$ cat src/rtl/lkd_pkg.sv
// Shared types for the lock detector.
// Assumes: nothing beyond IEEE 1800-2017.
package lkd_pkg;
    typedef enum logic {
        LK_SEARCH = 1'b0,
        LK_HELD   = 1'b1
    } lock_state_t;
endpackage

$ cat src/rtl/lkd_pfd.sv
// Three-state phase-frequency detector model in the sampling-clock domain.
// A rising edge on ref_in sets up, a rising edge on fb_in sets dn. When both
// are high they stay high for OVERLAP cycles (anti-backlash), then clear.
// Assumes: inputs synchronous to clk; OVERLAP >= 1.
module lkd_pfd #(
    parameter int OVERLAP = 3
) (
    input  logic clk,
    input  logic rst_n,
    input  logic ref_in,
    input  logic fb_in,
    output logic up,
    output logic dn
);
    localparam int OV_W = $clog2(OVERLAP + 1);
    localparam logic [OV_W-1:0] OV_LAST = OV_W'(OVERLAP - 1);

    logic            ref_q, fb_q;
    logic            ref_rise, fb_rise;
    logic            both, clr;
    logic [OV_W-1:0] ov_cnt;

    assign ref_rise = ref_in & ~ref_q;
    assign fb_rise  = fb_in & ~fb_q;
    assign both     = up & dn;
    assign clr      = both && (ov_cnt == OV_LAST);

    // Remember last input levels for edge detection.
    always_ff @(posedge clk) begin
        if (!rst_n) begin
            ref_q <= 1'b0;
            fb_q  <= 1'b0;
        end else begin
            ref_q <= ref_in;
            fb_q  <= fb_in;
        end
    end

    // Set pulses on edges, clear both after the overlap; a new edge wins.
    always_ff @(posedge clk) begin
        if (!rst_n) begin
            up <= 1'b0;
            dn <= 1'b0;
        end else begin
            up <= (up & ~clr) | ref_rise;
            dn <= (dn & ~clr) | fb_rise;
        end
    end

    // Count cycles of overlap.
    always_ff @(posedge clk) begin
        if (!rst_n) begin
            ov_cnt <= '0;
        end else if (both && !clr) begin
            ov_cnt <= ov_cnt + 1'b1;
        end else begin
            ov_cnt <= '0;
        end
    end

    // an edge always raises its pulse.
    a_r1_up_on_edge: assert property (@(posedge clk) disable iff (!rst_n)
        ref_rise |=> up);
    a_r1_dn_on_edge: assert property (@(posedge clk) disable iff (!rst_n)
        fb_rise |=> dn);
    // overlap ends with both pulses low unless a new edge arrives.
    a_r2_overlap_end: assert property (@(posedge clk) disable iff (!rst_n)
        (clr && !ref_rise && !fb_rise) |=> (!up && !dn));
    a_r2_overlap_hold: assert property (@(posedge clk) disable iff (!rst_n)
        (both && !clr) |=> (up && dn));
endmodule

$ cat src/rtl/lkd_err_meter.sv
// Phase-error meter: counts cycles where exactly one pulse is high and
// closes the measurement when both pulses have fallen.
// Assumes: pulses come from lkd_pfd, which clears them together.
module lkd_err_meter #(
    parameter int ERR_W = 8
) (
    input  logic             clk,
    input  logic             rst_n,
    input  logic             up,
    input  logic             dn,
    output logic [ERR_W-1:0] err,
    output logic             vld
);
    localparam logic [ERR_W-1:0] ERR_MAX = '1;

    logic             any_now, any_q, close;
    logic [ERR_W-1:0] acc;

    assign any_now = up | dn;
    assign close   = any_q & ~any_now;

    // Track activity of the previous cycle.
    always_ff @(posedge clk) begin
        if (!rst_n) any_q <= 1'b0;
        else        any_q <= any_now;
    end

    // Accumulate single-pulse cycles, saturating; restart on close.
    always_ff @(posedge clk) begin
        if (!rst_n || close) begin
            acc <= '0;
        end else if ((up ^ dn) && (acc != ERR_MAX)) begin
            acc <= acc + 1'b1;
        end
    end

    // Publish the result once per detector cycle.
    always_ff @(posedge clk) begin
        if (!rst_n) begin
            err <= '0;
            vld <= 1'b0;
        end else begin
            vld <= close;
            if (close) err <= acc;
        end
    end

    // single-cycle valid that follows an idle cycle of both pulses.
    a_r3_vld_single: assert property (@(posedge clk) disable iff (!rst_n)
        vld |=> !vld);
    a_r3_vld_after_idle: assert property (@(posedge clk) disable iff (!rst_n)
        vld |-> $past(!(up | dn)));
    a_r3_err_hold: assert property (@(posedge clk) disable iff (!rst_n)
        !close |=> $stable(err));
endmodule

$ cat src/rtl/lkd_hyst.sv
// Lock decision with hysteresis: GOOD_RUN consecutive errors below SET_LIMIT
// set the flag; one error above CLR_LIMIT clears it.
// Assumes: CLR_LIMIT >= SET_LIMIT; GOOD_RUN >= 1.
module lkd_hyst
    import lkd_pkg::*;
#(
    parameter int ERR_W     = 8,
    parameter int SET_LIMIT = 15,
    parameter int CLR_LIMIT = 25,
    parameter int GOOD_RUN  = 3
) (
    input  logic             clk,
    input  logic             rst_n,
    input  logic [ERR_W-1:0] err,
    input  logic             vld,
    output logic             locked
);
    localparam int RUN_W = $clog2(GOOD_RUN + 1);
    localparam logic [RUN_W-1:0] RUN_LAST = RUN_W'(GOOD_RUN - 1);
    localparam logic [ERR_W-1:0] SET_L = ERR_W'(SET_LIMIT);
    localparam logic [ERR_W-1:0] CLR_L = ERR_W'(CLR_LIMIT);

    lock_state_t      state;
    logic [RUN_W-1:0] run;
    logic             small_err, big_err;

    assign small_err = err < SET_L;
    assign big_err   = err > CLR_L;
    assign locked    = (state == LK_HELD);

    // Update run and lock state on each finished measurement.
    always_ff @(posedge clk) begin
        if (!rst_n) begin
            state <= LK_SEARCH;
            run   <= '0;
        end else if (vld) begin
            case (state)
                LK_SEARCH: begin
                    if (!small_err) begin
                        run <= '0;
                    end else if (run == RUN_LAST) begin
                        run   <= '0;
                        state <= LK_HELD;
                    end else begin
                        run <= run + 1'b1;
                    end
                end
                default: begin
                    if (big_err) begin
                        state <= LK_SEARCH;
                        run   <= '0;
                    end
                end
            endcase
        end
    end

    // flag moves only after a measurement.
    a_r8_stable_no_vld: assert property (@(posedge clk) disable iff (!rst_n)
        !vld |=> $stable(locked));
    // large error drops lock, non-large error keeps it.
    a_r6_clear_big: assert property (@(posedge clk) disable iff (!rst_n)
        (vld && locked && big_err) |=> !locked);
    a_r6_keep_mid: assert property (@(posedge clk) disable iff (!rst_n)
        (vld && locked && !big_err) |=> locked);
    // a non-small error while searching leaves the flag low.
    a_r5_no_set_on_bad: assert property (@(posedge clk) disable iff (!rst_n)
        (vld && !locked && !small_err) |=> !locked);
    // final good measurement of the run sets the flag.
    a_r4_set_after_run: assert property (@(posedge clk) disable iff (!rst_n)
        (vld && !locked && small_err && run == RUN_LAST) |=> locked);
endmodule

$ cat src/rtl/pll_lock_monitor.sv
// Top of the digital lock detector: PFD model, phase-error meter and
// hysteresis stage in one sampling-clock domain.
// Assumes: ref_in/fb_in synchronous to clk; rst_n driven by power-down.
module pll_lock_monitor #(
    parameter int ERR_W     = 8,
    parameter int SET_LIMIT = 15,
    parameter int CLR_LIMIT = 25,
    parameter int GOOD_RUN  = 3,
    parameter int OVERLAP   = 3
) (
    input  logic             clk,
    input  logic             rst_n,
    input  logic             ref_in,
    input  logic             fb_in,
    output logic             pfd_up,
    output logic             pfd_dn,
    output logic [ERR_W-1:0] phase_err,
    output logic             phase_err_vld,
    output logic             locked
);
    lkd_pfd #(.OVERLAP(OVERLAP)) i_pfd (
        .clk    (clk),
        .rst_n  (rst_n),
        .ref_in (ref_in),
        .fb_in  (fb_in),
        .up     (pfd_up),
        .dn     (pfd_dn)
    );

    lkd_err_meter #(.ERR_W(ERR_W)) i_meter (
        .clk   (clk),
        .rst_n (rst_n),
        .up    (pfd_up),
        .dn    (pfd_dn),
        .err   (phase_err),
        .vld   (phase_err_vld)
    );

    lkd_hyst #(
        .ERR_W     (ERR_W),
        .SET_LIMIT (SET_LIMIT),
        .CLR_LIMIT (CLR_LIMIT),
        .GOOD_RUN  (GOOD_RUN)
    ) i_hyst (
        .clk    (clk),
        .rst_n  (rst_n),
        .err    (phase_err),
        .vld    (phase_err_vld),
        .locked (locked)
    );
endmodule

$ cat config.mk
export PLATFORM = sky130hd
export DESIGN_NAME = pll_lock_monitor
export DESIGN_NICKNAME = d
export VERILOG_FILES = /design/src/rtl/lkd_pkg.sv /design/src/rtl/lkd_pfd.sv /design/src/rtl/lkd_err_meter.sv /design/src/rtl/lkd_hyst.sv /design/src/rtl/pll_lock_monitor.sv
export SDC_FILE = /design/constraint.sdc
export NUM_CORES = 1
export LEC_CHECK = 0
export BUFFER_PORTS_ARGS = -buffer_cell sky130_fd_sc_hd__buf_2
export CAP_MARGIN = 5
export CORE_MARGIN = 2
export CORE_UTILIZATION = 54
export DETAILED_ROUTE_END_ITERATION = 8
export PLACE_DENSITY = 0.85
export SYNTH_ARGS = -nofsm -noshare
export SYNTH_HDL_FRONTEND = slang
export SYNTH_HIERARCHICAL = 1
export SYNTH_SLANG_ARGS = --single-unit
$ cat constraint.sdc
create_clock -name clk -period 1.6 [get_ports clk]
set_input_delay 0.32 -clock clk [delete_from_list [all_inputs] [get_ports clk]]
set_output_delay 0.32 -clock clk [all_outputs]
set_load 0.005 [all_outputs]
==> results_dict.tcl, run 1 <==
set metrics [dict create \
    synthTopCellsByCount "27 x dfxtp_1, 11 x nand2_1, 8 x a22o_1, 7 x nand4_1" \
    start_kind "flip-flop" \
    htreeDepth 1 \
    start_util 0.5740 \
    cp_top_family "flip-flops" \
    wl_per_cell_um 13.18 \
    intPower_mw 0.8484 \
    synth_seq_area_share 0.4800 \
    report.final.slew_viol_count 0 \
    cts_root_buf "clkbuf_4" \
    synth-simple-area-share 0.2311 \
    hp-start "ref_in" \
    setup_violations 0 \
    synthArstFlopShare 0 \
    whs_path_depth 2 \
    die_x_um 49.67 \
    drtIter0Drc 16 \
    grtUsageTotal 0.1874 \
    power_frac_seq 0.654 \
    drt-pass1-iter-count 4 \
    layout.nets 135 \
    dpl_cell_area_um2 1225 \
    syn_avg_cell_area_um2 10.24 \
    yosys.area.top_type "dfxtp_1" \
    synth_top_family_by_area "simple AND/OR/NAND/NOR gates" \
    end_kind "flip-flop" \
    reg2reg_depth 5 \
    pwr-share-clk 0.247 \
    yosys.area_share.xor_xnor 0 \
    grt_pass1_wl_um 3636 \
    route.detailed.drc 0 \
    ant_nets 0 \
    place_hpwl_um 1544 \
    rows 16 \
    slew_headroom 0.8082 \
    cp_slowest_cell "dfxtp_2" \
    clock_path_buffers 2 \
    synth_cells 110 \
    regToRegStartpoint "i_pfd/dn$_SDFF_PN0_" \
    antenna_found_initial 0 \
    powerDensity_nw_per_um2 885.4 \
    die_area_um2 2467 \
    io_pins 16 \
    synth_mux_area_frac 0.03556 \
    vias 897 \
    p_leak_nw 0.5061 \
    clock_latency_ns 0.31 \
    final_util 0.6390 \
    p_sw_mw 0.2616 \
    reg2reg_to "i_meter/acc[7]$_SDFFE_PP0P_" \
    whs_endpoint "i_pfd/ref_q$_SDFF_PN0_" \
    finalCritPeriodShare 0.8944 \
    hold_viol 0 \
    synth_fa_ha_area_frac 0.03333 \
    cap_viol_max_count 0 \
    synth_area_um2 1126 \
    setup_tns_ns 0 \
    drive_gt1_frac 0.2441 \
    grt_pass1_vias 855 \
    period_needed_ns 1.431 \
    cts_sinks 27 \
    cts_made_buffers 3 \
    power.share.switching 0.2357 \
    status "finished, final reports clean" \
    synth-seq-cells 27 \
    finalWirelength_um 2029 \
    yosys-top-cells-area "dfxtp_1 48%, a22o_1 6.2%, nand4_1 3.9%" \
    crit_chain "inv_1 > ha_1 > and4_1 > a31oi_1 > a211oi_1" \
    synth_top_flop_cell "dfxtp_1" \
    r2r_slack_ns 0.17 \
    synth.net_count 117 \
    fin_skew_ns 0.002194 \
    hp-class "input port to flip-flop" \
    crit_type "flip-flop to flip-flop" \
    coreArea_um2 1962 \
    grt_remaining_overflow 0 \
    synth-compound-area-share 0.1911 \
    yosysMostFrequentCell "dfxtp_1" \
    required_ns 1.83 \
    final_cell_area_um2 1254 \
    tightest_slew_ns 0.2873 \
    synth_edf_count 0 \
    slowest_delay_ns 0.38 \
    synth_top_area_frac 0.4800 \
    power.total_mw 1.110 \
    vdd_drop_max_v 0.0005908 \
    clock.fmax_mhz 698.8 \
    combPwrFrac 0.099 \
    cts_tree "yes" \
    syn2layout_area_growth_pct 11.33 \
    gp_congestion 0.8214 \
    rsz0062_at_grt "no" \
    path_clk_slew_ns 0.13 \
    post-cts-setup-buffers 0 \
    io_buffers 15 \
    synth.distinct_cells 33 \
    cp_max_fo 6 \
    die_y_um 49.67 \
    via_per_inst 5.825 \
    ys_warn_count 6 \
    grt_max_degree 17 \
    worst-path-buf-inv 1 \
    crit_arrival_ns 1.66 \
    num_antenna_cells 0 \
    ctsHoldBuffers 0 \
]
==> layout by cell type (no fill, tap or decap) <==
cell,instances
a22o_1,8
and2_2,2
nor3b_1,2
o21ai_0,2
a31o_1,2
dfxtp_1,25
o211ai_1,1
a211oi_2,1
nand4_1,7
and3b_1,3
nor3_4,1
a21oi_2,1
nor2b_1,2
clkbuf_1,1
a21boi_2,2
a31oi_2,1
ha_1,3
mux2i_1,4
inv_1,4
nand2b_1,1
a31oi_1,3
nand4b_1,1
buf_4,1
a211oi_1,2
clkbuf_4,3
nor2_1,3
a21oi_1,4
nor4b_1,1
and4_4,1
nand2_1,11
and3_2,1
and3_1,2
nor3_1,3
dfxtp_2,2
buf_2,15
and4_1,1
==> through the flow <==
stage	std cells	worst slack, ns	hold slack (ns)
detailed placement	150	0.1387	0.4074
global route	154	0.02143	0.2132
finish	154	0.1689	0.2297
floorplan	110	0.2432	0.3924
global placement	150	0.2099	0.3993
CTS	154	0.1119	0.2190
==> per-layer routing <==
layer / share of wire / global-route usage / vias up
met3: 0.052 / 0.02727 / 4
met4: 0.015 / 0.08333 / 0
met2: 0.48 / 0.3200 / 34
met5: 0 / 0 / -
li1: - / - / 453
met1: 0.46 / 0.2327 / 406
==> power by group through the flow <==
| stage | clock network (mW) | logic (mW) | registers (mW) |
|---|---|---|---|
| 2_1_floorplan | 0 | 0.0794 | 0.733 |
| 3_3_place_gp | 0 | 0.104 | 0.736 |
| 3_5_place_dp | 0 | 0.110 | 0.740 |
| 4_1_cts | 0.284 | 0.110 | 0.724 |
| 5_1_grt | 0.308 | 0.123 | 0.730 |
| 6_report | 0.275 | 0.110 | 0.726 |
==> area by class of cell <==
type                    count  area, um2
well taps                  27      33.78
fillers                   188      708.2
clock buffers               4      26.28
flip-flops and latches     27      543.0
inverters                   4      15.01
repair buffers             16      82.58
multi-input cells          76      553.0
==> timing repair <==
action	in CTS	in global routing
gates resized for setup	0	2
setup endpoints to repair	0	1
hold endpoints to repair	0	0
==> sequential cells by signal, summed over array words and instances (netlist names) <==
register and flops:
i_hyst/locked 1, i_hyst/run 2, i_meter/acc 8, i_meter/any_q 1
i_meter/err 8, i_meter/vld 1, i_pfd/dn 1, i_pfd/fb_q 1
i_pfd/ov_cnt 2, i_pfd/ref_q 1, i_pfd/up 1
==> how the worst max path moves through the flow <==
stage                                    from                     endpoint  slack, ns  cells after the start
final                     i_pfd/dn$_SDFF_PN0_  i_meter/acc[7]$_SDFFE_PP0P_       0.17                      5
after global routing      i_pfd/dn$_SDFF_PN0_  i_meter/acc[7]$_SDFFE_PP0P_       0.02                      5
after CTS                 i_pfd/dn$_SDFF_PN0_  i_meter/acc[7]$_SDFFE_PP0P_       0.11                      5
after detailed placement  i_pfd/dn$_SDFF_PN0_  i_meter/acc[7]$_SDFFE_PP0P_       0.14                      5
after global placement    i_pfd/dn$_SDFF_PN0_  i_meter/acc[5]$_SDFFE_PP0P_       0.21                      5
after floorplan           i_pfd/up$_SDFF_PN0_  i_meter/acc[5]$_SDFFE_PP0P_       0.24                      5
==> cells by family after synthesis <==
group                      count (synthesis)
buffers and inverters                      7
AOI/OAI and AO/OA                         27
adders and majority gates                  3
DFF                                       27
muxes                                      4
and+or+nand+nor                           42
Power figures use the tool's default switching activity.
==> inputs of run 2 (changes only) <==
--- a/config.mk
+++ b/config.mk
@@ -8,9 +8,10 @@
 export BUFFER_PORTS_ARGS = -buffer_cell sky130_fd_sc_hd__buf_2
 export CAP_MARGIN = 5
 export CORE_MARGIN = 2
-export CORE_UTILIZATION = 54
+export CORE_UTILIZATION = 49
+export CTS_CLUSTER_DIAMETER = 120
 export DETAILED_ROUTE_END_ITERATION = 8
-export PLACE_DENSITY = 0.85
+export PLACE_DENSITY = 0.82
 export SYNTH_ARGS = -nofsm -noshare
 export SYNTH_HDL_FRONTEND = slang
 export SYNTH_HIERARCHICAL = 1
==> constraint.sdc (replaced) <==
create_clock -name clk -period 1.25 [get_ports clk]
set_input_delay 0.25 -clock clk [delete_from_list [all_inputs] [get_ports clk]]
set_output_delay 0.25 -clock clk [all_outputs]
set_load 0.005 [all_outputs]
==> run 2 against run 1 <==
The run now ends with negative setup slack left; register-to-register slack worse by 0.19 ns; count of clock-buffer cells in the layout stayed put; final area is 13% higher; non-clock buffer count is 10 higher; core utilization is 0.52 points higher; clock power is 33% higher.
==> results_dict.tcl, run 2 (same netlist as run 1, synthesis figures left out) <==
set metrics [dict create \
    setup_tns_ns -0.02346 \
    slew_headroom 0.8074 \
    rsz0062_at_grt "yes" \
    whs_path_depth 2 \
    io_buffers 15 \
    multiInputGateArea_um2 631.9 \
    rows 17 \
    post-place-ws_ns -0.02447 \
    cap_viol_max_count 0 \
    num_antenna_cells 0 \
    layout_common_cells "23 x dfxtp_1, 15 x buf_2, 11 x buf_4, 10 x nand2_1, 8 x a22o_1" \
    crit_arrival_ns 1.52 \
    timing.final.ws_setup_ns -0.02224 \
    clock.fmax_mhz 786.0 \
    syn2layout_area_growth_pct 25.33 \
    antenna_found_initial 0 \
    coreArea_um2 2191 \
    route.detailed.drc 0 \
    critical_path_cell_count 5 \
    tightest_slew_ns 0.2888 \
    violations "negative setup slack" \
    grt_pass1_vias 884 \
    die_x_um 51.94 \
    gp_congestion 0.8213 \
    layout.nets 145 \
    drt-met1-wl_um 1085 \
    cts_sinks 27 \
    combPwrFrac 0.145 \
    period_needed_ns 1.272 \
    power.share.switching 0.2474 \
    via_per_inst 5.824 \
    grt_max_degree 15 \
    layout_commonest_cell "dfxtp_1" \
    fin_skew_ns 0.005944 \
    pwr-share-clk 0.243 \
    cts_root_buf "clkbuf_4" \
    htreeDepth 1 \
    cp_top_family "flip-flops" \
    p_sw_mw 0.3732 \
    ctsHoldBuffers 0 \
    clock_latency_ns 0.32 \
    worst-path-buf-inv 1 \
    powerDensity_nw_per_um2 1069 \
    final.fill_count 170 \
    reg2reg_depth 5 \
    hold_viol 0 \
    final_util 0.6442 \
    finalWirelength_um 2438 \
    cts_made_buffers 3 \
    die_area_um2 2698 \
    slowest_delay_ns 0.36 \
    p_leak_nw 0.5654 \
    wl_met2_um 1192 \
    reg2reg_to "i_meter/acc[7]$_SDFFE_PP0P_" \
    die_y_um 51.94 \
    drt-pass1-iter-count 4 \
    vdd_drop_max_v 0.0007877 \
    io_pins 16 \
    setup_violations 2 \
    start_util 0.5140 \
    report.final.slew_viol_count 0 \
    cp_slowest_cell "dfxtp_2" \
    top_regs "i_meter/acc: 8 flops, i_meter/err: 8 flops" \
    hp-start "fb_in" \
    drtIter0Drc 31 \
    end_kind "flip-flop" \
    regToRegStartpoint "i_pfd/up$_SDFF_PN0_" \
    ant_nets 0 \
    hp-class "input port to flip-flop" \
    seqCellArea_um2 545.5 \
    path_clk_slew_ns 0.14 \
    grtUsageTotal 0.1902 \
    place_hpwl_um 1664 \
    power_frac_seq 0.612 \
    whs_endpoint "i_pfd/fb_q$_SDFF_PN0_" \
    crit_type "flip-flop to flip-flop" \
    power.total_mw 1.509 \
    vias 961 \
    start_kind "flip-flop" \
    clock_path_buffers 2 \
    cts_tree "yes" \
    status "finished with violations" \
    crit_chain "inv_2 > ha_4 > and4_4 > a31oi_4 > a211oi_2" \
    wl_per_cell_um 14.78 \
    drive_gt1_frac 0.4015 \
    finalCritPeriodShare 1.018 \
    required_ns 1.49 \
    cp_max_fo 6 \
    top_layer_used "met4" \
    r2r_slack_ns -0.02 \
    grt_remaining_overflow 0 \
    grt_pass1_wl_um 3788 \
    wl_met3_um 87 \
    intPower_mw 1.135 \
    startpoint "i_pfd/up$_SDFF_PN0_" \
]
-- run 2: per-stage QoR --
step	std cells	hold WS, ns	instance area (um2)
2_1_floorplan	110	0.3782	1147
3_5_place_dp	159	0.4055	1308
4_1_cts	163	0.1436	1369
5_1_grt	165	0.1358	1411
3_3_place_gp	159	0.3985	1308
6_report	165	0.1523	1411
-- run 2: per-layer routing --
metal	vias up	GRT usage
li1	468	-
met1	452	0.2220
met2	31	0.3291
met3	10	0.02874
met4	0	0.1053
met5	-	0
-- run 2: how the worst max path moves through the flow --
stage	end	slack (ns)
after floorplan	i_meter/acc[7]$_SDFFE_PP0P_	0.004
after global placement	i_meter/acc[6]$_SDFFE_PP0P_	0.02
after detailed placement	i_meter/acc[7]$_SDFFE_PP0P_	-0.02
after CTS	i_meter/acc[6]$_SDFFE_PP0P_	-0.02
after global routing	i_meter/acc[5]$_SDFFE_PP0P_	-0.08
final	i_meter/acc[7]$_SDFFE_PP0P_	-0.02
-- run 2: power groups by stage --
stage	Combinational (mW)	Sequential (mW)	Clock, mW
4_1_cts	0.208	0.915	0.385
2_1_floorplan	0.112	0.940	0
3_5_place_dp	0.198	0.933	0
5_1_grt	0.239	0.927	0.411
3_3_place_gp	0.190	0.931	0
6_report	0.219	0.923	0.366
-- run 2: cell type report --
class	instances	area share
inverters	4	0.01064
flip-flops and latches	27	0.3865
repair buffers	26	0.1117
well taps	28	0.02482
multi-input cells	76	0.4477
clock buffers	4	0.01862
-- run 2: worst reg2reg max path, cell delays in order (launching register included) --
cell and delay, ns:
dfxtp_2 0.36, inv_2 0.04, ha_4 0.29, and4_4 0.24, a31oi_4 0.09, a211oi_2 0.17
-- run 2: timing repair --
action,4_1_cts,5_1_grt
setup buffers,0,2
endpoints found under the setup margin,6,8
gates resized for setup,7,9
pin swaps,6,5
==> inputs of run 3 (changes only) <==
--- a/config.mk
+++ b/config.mk
@@ -8,10 +8,10 @@
 export BUFFER_PORTS_ARGS = -buffer_cell sky130_fd_sc_hd__buf_2
 export CAP_MARGIN = 5
 export CORE_MARGIN = 2
-export CORE_UTILIZATION = 49
+export CORE_UTILIZATION = 54
 export CTS_CLUSTER_DIAMETER = 120
 export DETAILED_ROUTE_END_ITERATION = 8
-export PLACE_DENSITY = 0.82
+export PLACE_DENSITY = 0.85
 export SYNTH_ARGS = -nofsm -noshare
 export SYNTH_HDL_FRONTEND = slang
 export SYNTH_HIERARCHICAL = 1
==> constraint.sdc (replaced) <==
create_clock -name clk -period 1.45 [get_ports clk]
set_input_delay 0.29 -clock clk [delete_from_list [all_inputs] [get_ports clk]]
set_output_delay 0.29 -clock clk [all_outputs]
set_load 0.005 [all_outputs]
==> run 3 against run 2 <==
The flow now finishes without violations; critical path depth is 1 lower; first-iteration DRC count is 52% higher; sequential power shrank 13%; sequential share of layout area up 3.3 points; die area fell by 8.6%; final cell count down 5.5%; register-to-register slack better by 0.11 ns; final area is 8.5% lower; wire length decreased by 10%; power decreased by 17%; worst setup slack improved by 0.11 ns.
==> results_dict.tcl, run 3 (same netlist as run 1, synthesis figures left out) <==
set metrics [dict create \
    via_per_inst 5.808 \
    place_hpwl_um 1595 \
    grt_max_degree 17 \
    wl_met2_um 1154 \
    final.fill_count 161 \
    grt_pass1_wl_um 3525 \
    hold_viol 0 \
    holdWs_ns 0.1972 \
    wl_met3_um 96 \
    io_buffers 15 \
    top_regs "i_meter/acc: 8 flops, i_meter/err: 8 flops" \
    cap_viol_max_count 0 \
    clock.fmax_mhz 733.7 \
    start_util 0.5740 \
    coreArea_um2 1962 \
    drtIter0Drc 47 \
    finalWirelength_um 2185 \
    slew_headroom 0.8096 \
    gp_congestion 0.7932 \
    hp-class "input port to flip-flop" \
    cts_root_buf "clkbuf_4" \
    cts_made_buffers 3 \
    rows 16 \
    setup_violations 0 \
    layout_commonest_cell "dfxtp_1" \
    vias 906 \
    hp-start "ref_in" \
    crit_arrival_ns 1.60 \
    grt_remaining_overflow 0 \
    cts_sinks 27 \
    ant_nets 0 \
    num_antenna_cells 0 \
    p_leak_nw 0.5197 \
    antenna_found_initial 0 \
    die_y_um 49.67 \
    start_kind "flip-flop" \
    cp_max_fo 5 \
    drt-pass1-iter-count 4 \
    timing.final.ws_setup_ns 0.08702 \
    slowest_delay_ns 0.44 \
    clock_path_buffers 2 \
    crit_type "flip-flop to flip-flop" \
    route.detailed.drc 0 \
    cp_slowest_cell "dfxtp_1" \
    syn2layout_area_growth_pct 14.67 \
    period_needed_ns 1.363 \
    drt-met1-wl_um 921 \
    place_inst 152 \
    final_cell_area_um2 1291 \
    cp_top_family "flip-flops" \
    layout_common_cells "26 x dfxtp_1, 15 x buf_2, 11 x nand2_1, 8 x a22o_1, 7 x nand4_1" \
    status "finished, final reports clean" \
    fin_cells 156 \
    crit_chain "ha_1 > and4_4 > a21oi_2 > a211oi_1" \
    drive_gt1_frac 0.2868 \
    grtUsageTotal 0.1838 \
    die_area_um2 2467 \
    clock_latency_ns 0.31 \
    r2r_slack_ns 0.09 \
    path_clk_slew_ns 0.13 \
    multiInputGateArea_um2 575.6 \
    htreeDepth 1 \
    tightest_slew_ns 0.2851 \
    report.final.slew_viol_count 0 \
    vdd_drop_max_v 0.0006962 \
    io_pins 16 \
    fin_skew_ns 0.003504 \
    dpl_cell_area_um2 1240 \
    startpoint "i_meter/acc[1]$_SDFFE_PP0P_" \
    wl_per_cell_um 14.01 \
    finalCritPeriodShare 0.9400 \
    post-place-ws_ns 0.01444 \
    powerDensity_nw_per_um2 971.0 \
    required_ns 1.68 \
    die_x_um 49.67 \
    grt_pass1_vias 849 \
    end_kind "flip-flop" \
    top_layer_used "met4" \
    cts_tree "yes" \
    final_util 0.6582 \
    seqCellArea_um2 541.8 \
    regToRegStartpoint "i_meter/acc[1]$_SDFFE_PP0P_" \
    layout.nets 137 \
    worst-path-buf-inv 0 \
]
[run 3: cell count changes in the layout (fill, tap and decap cells not counted), sizes merged]
cell and delta:
clkbuf -1, buf -8, clkinv +1
[run 3: timing repair]
action                     4_1_cts  5_1_grt
resized for setup                1        4
gates cloned                     0        0
hold buffers                     0        0
setup endpoints to repair        1        5
setup buffers                    0        0
pin swaps                        0        1
[run 3: metal layers]
layer  track usage  up-vias
met5             0        -
met4       0.07870        0
met3       0.02727        2
met2        0.3311       23
met1        0.2143      427
li1              -      454
[run 3: per-stage QoR]
stage / total power, mW / TNS [ns]
finish: 1.254 / 0
detailed placement: 0.9468 / 0
CTS: 1.250 / 0
floorplan: 0.8970 / 0
global placement: 0.9357 / 0
global route: 1.311 / -0.007140
[run 3: path summary, 6_finish.rpt]
check / depth (start not counted) / endpoint
max reg2reg: 4 / i_meter/acc[4]$_SDFFE_PP0P_
min: 2 / i_pfd/ref_q$_SDFF_PN0_
min reg2reg: 1 / i_pfd/ov_cnt[0]$_SDFF_PN0_
max: 4 / i_meter/acc[4]$_SDFFE_PP0P_
[run 3: area by class of cell]
type / count / share of cell area
tap: 27 / 0.02616
multi-input combinational: 76 / 0.4457
clock buffer: 3 / 0.01744
clock inverter: 1 / 0.003876
sequential: 27 / 0.4196
timing repair buffer: 18 / 0.07558
inverter: 4 / 0.01163
[run 3: report_power, final]
part	leakage (nW)	switching [mW]	total (mW)	internal (mW)
Sequential	0.220	0.0280	0.799	0.771
Combinational	0.282	0.0731	0.147	0.0741
Clock	0.0177	0.204	0.307	0.103
